## src/rtl/txid_pkg.sv

```systemverilog
// Package: shared constants, class encoding and cap functions for the
// transaction ID allocator. Assumes per-core classes use codes 0..6 and
// cluster-wide classes use codes 7..9.
package txid_pkg;

    localparam int NUM_CLASSES      = 10;
    localparam int NUM_CORE_CLASSES = 7;
    localparam int NUM_CLU_CLASSES  = 3;
    localparam int CORE_READ_CAP    = 8;
    localparam int CNT_W            = 5;

    typedef enum logic [3:0] {
        CL_DLINE = 4'd0,
        CL_ILINE = 4'd1,
        CL_NCDEV = 4'd2,
        CL_WALK  = 4'd3,
        CL_COH   = 4'd4,
        CL_DVM   = 4'd5,
        CL_EXCL  = 4'd6,
        CL_BARR  = 4'd7,
        CL_ACP   = 4'd8,
        CL_WRITE = 4'd9
    } txn_class_e;

    // Cluster write cap from core count and L2 presence.
    function automatic int write_cap(input int cores, input int has_l2);
        if (has_l2 != 0) return (cores == 1) ? 7 : 10;
        return (cores == 1) ? 5 : 8;
    endfunction

    // Concurrent cap of one class; unknown codes get zero.
    function automatic logic [CNT_W-1:0] class_cap(input logic [3:0] cls,
                                                  input int wcap,
                                                  input int has_acp);
        case (cls)
            CL_DLINE: return CNT_W'(8);
            CL_ILINE: return CNT_W'(3);
            CL_NCDEV: return CNT_W'(4);
            CL_WALK:  return CNT_W'(1);
            CL_COH:   return CNT_W'(5);
            CL_DVM:   return CNT_W'(8);
            CL_EXCL:  return CNT_W'(1);
            CL_BARR:  return CNT_W'(1);
            CL_ACP:   return (has_acp != 0) ? CNT_W'(4) : CNT_W'(0);
            CL_WRITE: return CNT_W'(wcap);
            default:  return CNT_W'(0);
        endcase
    endfunction

endpackage

```

## src/rtl/txid_free_pool.sv

```systemverilog
// Module: free-ID bitmap with a lowest-index-first search.
// Assumes take is only raised when free_any is high; a completion
// clears its bit at the clock edge ending the cycle it arrives in.
module txid_free_pool #(
    parameter int POOL = 48,
    parameter int ID_W = 8
) (
    input  logic            clk,
    input  logic            rst_n,
    input  logic            take,
    input  logic            cmp_valid,
    input  logic [ID_W-1:0] cmp_id,
    output logic            free_any,
    output logic [ID_W-1:0] free_id,
    output logic            cmp_hit
);

    logic [POOL-1:0] alloc_q;

    // Find the lowest-numbered free ID.
    always_comb begin
        free_any = 1'b0;
        free_id  = '0;
        for (int i = POOL - 1; i >= 0; i--) begin
            if (!alloc_q[i]) begin
                free_any = 1'b1;
                free_id  = ID_W'(i);
            end
        end
    end

    // Flag a completion that names a currently allocated ID.
    always_comb begin
        cmp_hit = 1'b0;
        for (int i = 0; i < POOL; i++) begin
            if (cmp_valid && cmp_id == ID_W'(i) && alloc_q[i]) cmp_hit = 1'b1;
        end
    end

    // Mark IDs taken on grant and released on a valid completion.
    always_ff @(posedge clk) begin
        if (!rst_n) begin
            alloc_q <= '0;
        end else begin
            for (int i = 0; i < POOL; i++) begin
                if (take && free_id == ID_W'(i)) alloc_q[i] <= 1'b1;
                else if (cmp_hit && cmp_id == ID_W'(i)) alloc_q[i] <= 1'b0;
            end
        end
    end

    for (genvar i = 0; i < POOL; i++) begin : g_chk
        // a granted ID is held from the next cycle on
        a_r3_taken_held: assert property (@(posedge clk) disable iff (!rst_n)
            (take && free_id == ID_W'(i)) |=> alloc_q[i]);
        // a completed ID is free again in the next cycle
        a_r9_freed_next: assert property (@(posedge clk) disable iff (!rst_n)
            (cmp_valid && cmp_id == ID_W'(i) && alloc_q[i]) |=> !alloc_q[i]);
    end

endmodule

```

## src/rtl/txid_tag_table.sv

```systemverilog
// Module: per-ID record of class and core, written on grant and read
// combinationally by the completion path. Out-of-range reads return 0.
module txid_tag_table #(
    parameter int POOL   = 48,
    parameter int ID_W   = 8,
    parameter int CORE_W = 2
) (
    input  logic              clk,
    input  logic              rst_n,
    input  logic              wr_en,
    input  logic [ID_W-1:0]   wr_id,
    input  logic [3:0]        wr_cls,
    input  logic [CORE_W-1:0] wr_core,
    input  logic [ID_W-1:0]   rd_id,
    output logic [3:0]        rd_cls,
    output logic [CORE_W-1:0] rd_core
);

    logic [3:0]        cls_q  [POOL];
    logic [CORE_W-1:0] core_q [POOL];

    // Store the owner of an ID when it is granted.
    always_ff @(posedge clk) begin
        if (!rst_n) begin
            for (int i = 0; i < POOL; i++) begin
                cls_q[i]  <= '0;
                core_q[i] <= '0;
            end
        end else if (wr_en) begin
            for (int i = 0; i < POOL; i++) begin
                if (wr_id == ID_W'(i)) begin
                    cls_q[i]  <= wr_cls;
                    core_q[i] <= wr_core;
                end
            end
        end
    end

    // Look up the owner of a completing ID.
    always_comb begin
        rd_cls  = '0;
        rd_core = '0;
        for (int i = 0; i < POOL; i++) begin
            if (rd_id == ID_W'(i)) begin
                rd_cls  = cls_q[i];
                rd_core = core_q[i];
            end
        end
    end

endmodule

```

## src/rtl/txid_cap_track.sv

```systemverilog
// Module: outstanding counters per core and class, per core total, and
// cluster-wide for barrier, accelerator-port linefill and write.
// Reports whether the presented request has room under every cap.
// Assumes inc only when the request is granted and dec only for an ID
// that is really allocated.
module txid_cap_track
    import txid_pkg::*;
#(
    parameter int NUM_CORES = 4,
    parameter int CORE_W    = 2,
    parameter int WCAP      = 10,
    parameter int HAS_ACP   = 1
) (
    input  logic              clk,
    input  logic              rst_n,
    input  logic [3:0]        req_cls,
    input  logic [CORE_W-1:0] req_core,
    input  logic              inc,
    input  logic              dec,
    input  logic [3:0]        dec_cls,
    input  logic [CORE_W-1:0] dec_core,
    output logic              room
);

    logic [CNT_W-1:0]     cap_req;
    logic                 is_core_req;
    logic                 is_clu_req;
    logic                 core_ok;
    logic                 dec_is_core;
    logic [NUM_CORES-1:0] core_cls_room;
    logic [NUM_CORES-1:0] core_tot_room;
    logic                 sel_cls_room;
    logic                 sel_tot_room;
    logic                 clu_room;

    // Decode the request's class group and its cap.
    always_comb begin
        cap_req     = class_cap(req_cls, WCAP, HAS_ACP);
        is_core_req = req_cls < 4'(NUM_CORE_CLASSES);
        is_clu_req  = !is_core_req && req_cls < 4'(NUM_CLASSES);
        core_ok     = int'(req_core) < NUM_CORES;
        dec_is_core = dec_cls < 4'(NUM_CORE_CLASSES);
    end

    for (genvar c = 0; c < NUM_CORES; c++) begin : g_core
        logic [CNT_W-1:0]            cnt_q [NUM_CORE_CLASSES];
        logic [CNT_W-1:0]            tot_q;
        logic                        inc_c;
        logic                        dec_c;
        logic [NUM_CORE_CLASSES-1:0] inc_v;
        logic [NUM_CORE_CLASSES-1:0] dec_v;
        logic                        room_c;

        // Steer the increment and decrement to this core's classes.
        always_comb begin
            inc_c = inc && is_core_req && req_core == CORE_W'(c);
            dec_c = dec && dec_is_core && dec_core == CORE_W'(c);
            for (int k = 0; k < NUM_CORE_CLASSES; k++) begin
                inc_v[k] = inc_c && req_cls == 4'(k);
                dec_v[k] = dec_c && dec_cls == 4'(k);
            end
        end

        // Count outstanding reads of this core per class and in total.
        always_ff @(posedge clk) begin
            if (!rst_n) begin
                tot_q <= '0;
                for (int k = 0; k < NUM_CORE_CLASSES; k++) cnt_q[k] <= '0;
            end else begin
                for (int k = 0; k < NUM_CORE_CLASSES; k++) begin
                    if (inc_v[k] && !dec_v[k]) cnt_q[k] <= cnt_q[k] + 1'b1;
                    else if (dec_v[k] && !inc_v[k]) cnt_q[k] <= cnt_q[k] - 1'b1;
                end
                if (inc_c && !dec_c) tot_q <= tot_q + 1'b1;
                else if (dec_c && !inc_c) tot_q <= tot_q - 1'b1;
            end
        end

        // Room left in the requested class of this core.
        always_comb begin
            room_c = 1'b0;
            for (int k = 0; k < NUM_CORE_CLASSES; k++) begin
                if (req_cls == 4'(k)) room_c = cnt_q[k] < cap_req;
            end
        end

        assign core_cls_room[c] = room_c;
        assign core_tot_room[c] = tot_q < CNT_W'(CORE_READ_CAP);

        // a core never exceeds eight outstanding reads
        a_r5_core_read_cap: assert property (@(posedge clk) disable iff (!rst_n)
            tot_q <= CNT_W'(CORE_READ_CAP));
        // a completion only releases a counter that holds entries
        a_r10_dec_nonzero: assert property (@(posedge clk) disable iff (!rst_n)
            dec_c |-> tot_q != '0);
    end

    // Select the per-core room flags of the requesting core.
    always_comb begin
        sel_cls_room = 1'b0;
        sel_tot_room = 1'b0;
        for (int c = 0; c < NUM_CORES; c++) begin
            if (req_core == CORE_W'(c)) begin
                sel_cls_room = core_cls_room[c];
                sel_tot_room = core_tot_room[c];
            end
        end
    end

    logic [CNT_W-1:0]           clu_q [NUM_CLU_CLASSES];
    logic [NUM_CLU_CLASSES-1:0] clu_inc;
    logic [NUM_CLU_CLASSES-1:0] clu_dec;

    // Steer cluster-wide increments and decrements by class.
    always_comb begin
        clu_room = 1'b0;
        for (int k = 0; k < NUM_CLU_CLASSES; k++) begin
            clu_inc[k] = inc && req_cls == 4'(NUM_CORE_CLASSES + k);
            clu_dec[k] = dec && dec_cls == 4'(NUM_CORE_CLASSES + k);
            if (req_cls == 4'(NUM_CORE_CLASSES + k)) clu_room = clu_q[k] < cap_req;
        end
    end

    // Count cluster-wide outstanding barriers, port linefills and writes.
    always_ff @(posedge clk) begin
        if (!rst_n) begin
            for (int k = 0; k < NUM_CLU_CLASSES; k++) clu_q[k] <= '0;
        end else begin
            for (int k = 0; k < NUM_CLU_CLASSES; k++) begin
                if (clu_inc[k] && !clu_dec[k]) clu_q[k] <= clu_q[k] + 1'b1;
                else if (clu_dec[k] && !clu_inc[k]) clu_q[k] <= clu_q[k] - 1'b1;
            end
        end
    end

    // Combine every cap check for the presented request.
    always_comb begin
        if (is_core_req) room = core_ok && sel_cls_room && sel_tot_room;
        else if (is_clu_req) room = clu_room;
        else room = 1'b0;
    end

    // at most one barrier outstanding
    a_r7_barrier_cap: assert property (@(posedge clk) disable iff (!rst_n)
        clu_q[0] <= CNT_W'(1));
    // port linefills bounded by four
    a_r7_acp_cap: assert property (@(posedge clk) disable iff (!rst_n)
        clu_q[1] <= CNT_W'(4 * HAS_ACP));
    // writes bounded by the configured cap
    a_r4_write_cap: assert property (@(posedge clk) disable iff (!rst_n)
        clu_q[2] <= CNT_W'(WCAP));

endmodule

```

## src/rtl/txid_allocator.sv

```systemverilog
// Module: top of the transaction ID allocator. Grants the lowest free ID
// when every cap has room, records the owner of the ID and releases it on
// completion. Assumes at most one request and one completion per cycle.
module txid_allocator
    import txid_pkg::*;
#(
    parameter int NUM_CORES = 4,
    parameter int HAS_L2    = 1,
    parameter int HAS_ACP   = 1,
    parameter int ID_W      = 8,
    localparam int CORE_W   = (NUM_CORES > 1) ? $clog2(NUM_CORES) : 1
) (
    input  logic              clk,
    input  logic              rst_n,
    input  logic              req_valid,
    input  logic [3:0]        req_class,
    input  logic [CORE_W-1:0] req_core,
    output logic              grant,
    output logic [ID_W-1:0]   grant_id,
    output logic              stall,
    input  logic              cmp_valid,
    input  logic [ID_W-1:0]   cmp_id,
    output logic              cmp_err
);

    localparam int WCAP = write_cap(NUM_CORES, HAS_L2);
    localparam int POOL = 8 * NUM_CORES + 4 * HAS_ACP + (WCAP + 1) + 1;

    logic              free_any;
    logic [ID_W-1:0]   free_id;
    logic              cmp_hit;
    logic              room;
    logic [3:0]        dec_cls;
    logic [CORE_W-1:0] dec_core;
    logic              err_q;

    txid_free_pool #(.POOL(POOL), .ID_W(ID_W)) u_pool (
        .clk       (clk),
        .rst_n     (rst_n),
        .take      (grant),
        .cmp_valid (cmp_valid),
        .cmp_id    (cmp_id),
        .free_any  (free_any),
        .free_id   (free_id),
        .cmp_hit   (cmp_hit)
    );

    txid_tag_table #(.POOL(POOL), .ID_W(ID_W), .CORE_W(CORE_W)) u_tags (
        .clk     (clk),
        .rst_n   (rst_n),
        .wr_en   (grant),
        .wr_id   (free_id),
        .wr_cls  (req_class),
        .wr_core (req_core),
        .rd_id   (cmp_id),
        .rd_cls  (dec_cls),
        .rd_core (dec_core)
    );

    txid_cap_track #(
        .NUM_CORES (NUM_CORES),
        .CORE_W    (CORE_W),
        .WCAP      (WCAP),
        .HAS_ACP   (HAS_ACP)
    ) u_caps (
        .clk      (clk),
        .rst_n    (rst_n),
        .req_cls  (req_class),
        .req_core (req_core),
        .inc      (grant),
        .dec      (cmp_hit),
        .dec_cls  (dec_cls),
        .dec_core (dec_core),
        .room     (room)
    );

    // Grant only when caps and pool both have room.
    always_comb begin
        grant    = req_valid && room && free_any;
        grant_id = free_id;
        stall    = req_valid && !grant;
    end

    // Latch a completion of an unallocated ID until reset.
    always_ff @(posedge clk) begin
        if (!rst_n) err_q <= 1'b0;
        else if (cmp_valid && !cmp_hit) err_q <= 1'b1;
    end

    assign cmp_err = err_q;

    // a grant needs a request
    a_r2_grant_needs_req: assert property (@(posedge clk) disable iff (!rst_n)
        grant |-> req_valid);
    // granted IDs stay inside the pool
    a_r2_id_in_pool: assert property (@(posedge clk) disable iff (!rst_n)
        grant |-> (int'(grant_id) < POOL));
    // the error flag is sticky
    a_r11_err_sticky: assert property (@(posedge clk) disable iff (!rst_n)
        cmp_err |=> cmp_err);
    // undefined class codes are never granted
    a_r12_bad_class: assert property (@(posedge clk) disable iff (!rst_n)
        (req_valid && req_class >= 4'(NUM_CLASSES)) |-> !grant);

endmodule

```

## config.mk

```make
export PLATFORM = sky130hd
export DESIGN_NAME = txid_allocator
export DESIGN_NICKNAME = d
export VERILOG_FILES = /design/src/rtl/txid_pkg.sv /design/src/rtl/txid_free_pool.sv /design/src/rtl/txid_tag_table.sv /design/src/rtl/txid_cap_track.sv /design/src/rtl/txid_allocator.sv
export SDC_FILE = /design/constraint.sdc
export NUM_CORES = 1
export LEC_CHECK = 0
export BUFFER_PORTS_ARGS = -buffer_cell sky130_fd_sc_hd__buf_4
export CAP_MARGIN = 10
export CORE_MARGIN = 8
export CORE_UTILIZATION = 52
export CTS_BUF_LIST = sky130_fd_sc_hd__clkbuf_16
export CTS_CLUSTER_SIZE = 8
export DETAILED_ROUTE_END_ITERATION = 12
export GPL_TIMING_DRIVEN = 0
export PLACE_DENSITY_LB_ADDON = 0.15
export REMOVE_ABC_BUFFERS = 1
export SYNTH_ARGS = -nofsm -noshare
export SYNTH_HDL_FRONTEND = slang
export SYNTH_SLANG_ARGS = --single-unit
```

## constraint.sdc

```tcl
create_clock -name clk -period 8.3 [get_ports clk]
set_input_delay 0.415 -clock clk [delete_from_list [all_inputs] [get_ports clk]]
set_output_delay 0.415 -clock clk [all_outputs]
set_load 0.005 [all_outputs]
```

==> impl_metrics.toml <==
[power]
leakage_nw = 13.2
p_total_mw = 6.47
worst_ir_drop_vdd_mv = 0.127
powerDensity_nw_per_um2 = 186

[floorplanning]
row_count = 90
die_w_um = 263
num_io_pins = 29
start_util = 0.526
fp.dieH_um = 263
fp.coreArea_um2 = 60400
design.die.area_um2 = 69200

[global_routing]
antenna_found_initial = 5
met1_usage = 0.397
use_met2 = 0.448
grt_pass1_wl_um = 159000
busiest_layer = "met2"
grt_pass1_vias = 25700
grt_start_max_net_pins = 110
use_met3 = 0.0817
overflow = 0
gr-usage-all-layers = 0.295

[clock_tree]
clock_sinks = 512
numCtsBuffers = 74
path_clk_slew_ns = 0.05
clock_path_buffers = 3
post-cts-setup-buffers = 0
postCtsHoldBufs = 0
cts_resized = 0
h-tree-depth = 3
insertion_delay_ns = 0.64
cts_tree = "yes"
root_buffer = "clkbuf_16"

[timing]
period_needed_ns = 7.87
fmax_mhz = 127
hold_viol = 0
slew_viol_final = 0
slew_headroom = 0.0685
setup_violations = 0
fin_hold_ws_ns = 0.135
rsz0062_at_grt = "no"
finalClockSkew_ns = 0.0365
worstMarginPinSlew_ns = 1.39
setup_ws_ns = 0.429
finalCritPeriodShare = 0.948

[setup_path]
worstSetupPathType = "in -> reg"
worstPathRequired_ns = 8.75
reg2reg_to = "u_caps.g_core[0].cnt_q[3][4]"
r2r-start = "u_tags.cls_q[0][4]"
cp_cell_sequence = "buf_4 -> nand2b_1 -> nor2_1 -> a22o_1 -> a221o_1 -> a221oi_1 -> o311ai_1 -> o311a_4 -> a2111oi_4 -> nand2_1 -> or3_1 -> inv_1 -> ha_1 -> a21o_1 -> a21oi_1 -> xnor2_1 -> or4_1 -> a21oi_1"
crit_fanout = 82
r2r_slack_ns = 1.72
slowest_stage = "a2111oi_4"
cp-end-kind = "flop"
worstSetupStartpointType = "input port"
cpPeakStageDelay_ns = 1.05
r2r_cells = 17
arrival_ns = 8.32
cp_common_cell = "a21oi_1"

[routing]
drtAntennaViolNets = 0
post_drt_via_cell_ratio = 6.72
firstDrtPassIters = 6
avgRoutedWirePerCell_um = 26.8
num_vias = 26500
drtIter0Drc = 3621
drc = 0
drt_wl_total_um = 106000

[place]
hpwl_um = 72400
dp_slack_ns = 0.340
port_buffers = 26
routabilityCongestion = 0.968

[job]
maxCapViolCount = 0

[yosys]
synthTopCellsByArea = "edfxtp_1 (42%), ha_1 (7.8%), nor2_1 (4.8%)"
synth_most_common_cell = "edfxtp_1"
ys_ff_latch = 512
synth_top_cell_by_area = "edfxtp_1"
syn_inst = 3168
yosysWarnings = 0
netlist.area_leader.share = 0.419
avgSynthCellArea_um2 = 10.0
synthDistinctLibCells = 109
synth_edf_count = 443
synth_flop_cell = "edfxtp_1"
yosysSeqAreaShare = 0.463
synth_top_cells_by_count = "edfxtp_1 (443), nor2_1 (404), nand2_1 (272)"
synth_area_um2 = 31700
synthArstFlopShare = 0

[finish]
syn_to_final_growth_pct = 9.37
final_net_count = 3367
antenna_cells = 0
fillers = 5176
fin_util = 0.575
drive_gt1_frac = 0.0686

[min_path]
holdPathStages = 3
min_from = "cmp_valid"
whs_endpoint = "cmp_err"
hold_path.class = "in -> reg"

[run_status]
status = "complete, no violations"
-- cell families after synthesis --
family / count (synthesis) / share of synthesized area
compound gates: 777 / 0.163
xor+xnor: 132 / 0.0364
fa+ha+maj: 227 / 0.0966
buf+inv: 281 / 0.0392
flops: 512 / 0.463
mux: 65 / 0.0223
other cells: 1 / 0.000118
simple gates: 1173 / 0.179
-- worst max-delay path: cells and delay by family --
| kind | cells | cell delay, ns |
|---|---|---|
| buffers and inverters | 2 | 0.87 |
| adder cells (fa/ha/maj) | 1 | 0.28 |
| AO/OA/AOI/OAI | 9 | 3.68 |
| AND/OR/NAND/NOR | 5 | 2.87 |
| XOR/XNOR | 1 | 0.11 |
-- worst max path at each step --
stage | startpoint | to | slack, ns | cells after the start
after floorplan | req_class[3] | u_caps.g_core[3].cnt_q[0][9] | 1.27 | 20
after global placement | req_class[3] | u_caps.g_core[0].cnt_q[6][4] | -3.44 | 23
after detailed placement | cmp_id[3] | u_caps.g_core[0].cnt_q[3][4] | 0.34 | 18
after global routing | cmp_id[3] | u_caps.g_core[0].cnt_q[1][4] | 0.52 | 17
after CTS | cmp_id[3] | u_caps.g_core[0].cnt_q[3][4] | 0.95 | 18
final | cmp_id[3] | u_caps.g_core[0].cnt_q[3][4] | 0.43 | 18
-- placed cells by master, fill, tap and decap left out, types with 30 or more instances in the layout --
master       n
a21o_1      85
a21oi_1    225
clkbuf_16   77
dfxtp_1     69
edfxtp_1   443
fa_1        30
ha_1       197
inv_1      139
mux2i_1     49
nand2_1    266
nand2b_1    37
nand3_1     81
nand4_1     31
nor2_1     402
nor3_1     111
nor3b_1     30
o21ai_0    158
or3_1       44
xnor2_1     58
xor2_1      74
-- routing by layer --
layer,vias to the layer above,wire length [um]
met1,12900,41900
met3,320,13400
met4,2,4400
met5,-,19
met2,1647,45900
li1,11700,-
-- registers in the layout, summed over array words and instances, names as in the netlist --
name,flops
u_pool.alloc_q,48
u_caps.clu_q,15
u_tags.cls_q,192
u_tags.core_q,96
u_caps.g_core.cnt_q,140
cmp_err,1
u_caps.g_core.tot_q,20
-- power by group --
part / internal [mW] / switching, mW / leakage (nW) / total (mW)
registers: 2.92 / 0.0652 / 4.92 / 2.98
clock network: 1.65 / 1.18 / 1.17 / 2.83
logic: 0.201 / 0.457 / 7.07 / 0.658
-- through the flow --
step	TNS, ns	cells	instance area [um^2]
after floorplan	0	2997	30900
after global placement	-1655.77	3805	32100
after detailed placement	0	3828	32600
after CTS	0	3947	34700
after global routing	0	3947	34700
final	0	3947	34700
-- cell type report --
cell class	count	area (um^2)	share of cell area
multi-input cells	2376	15900	0.458
flip-flops and latches	512	14700	0.423
clock buffers	77	1930	0.0555
well taps	782	978	0.0282
repair buffers	49	612	0.0176
inverters	109	415	0.0120
clock inverters	42	205	0.00591
Power figures use the tool's default switching activity.
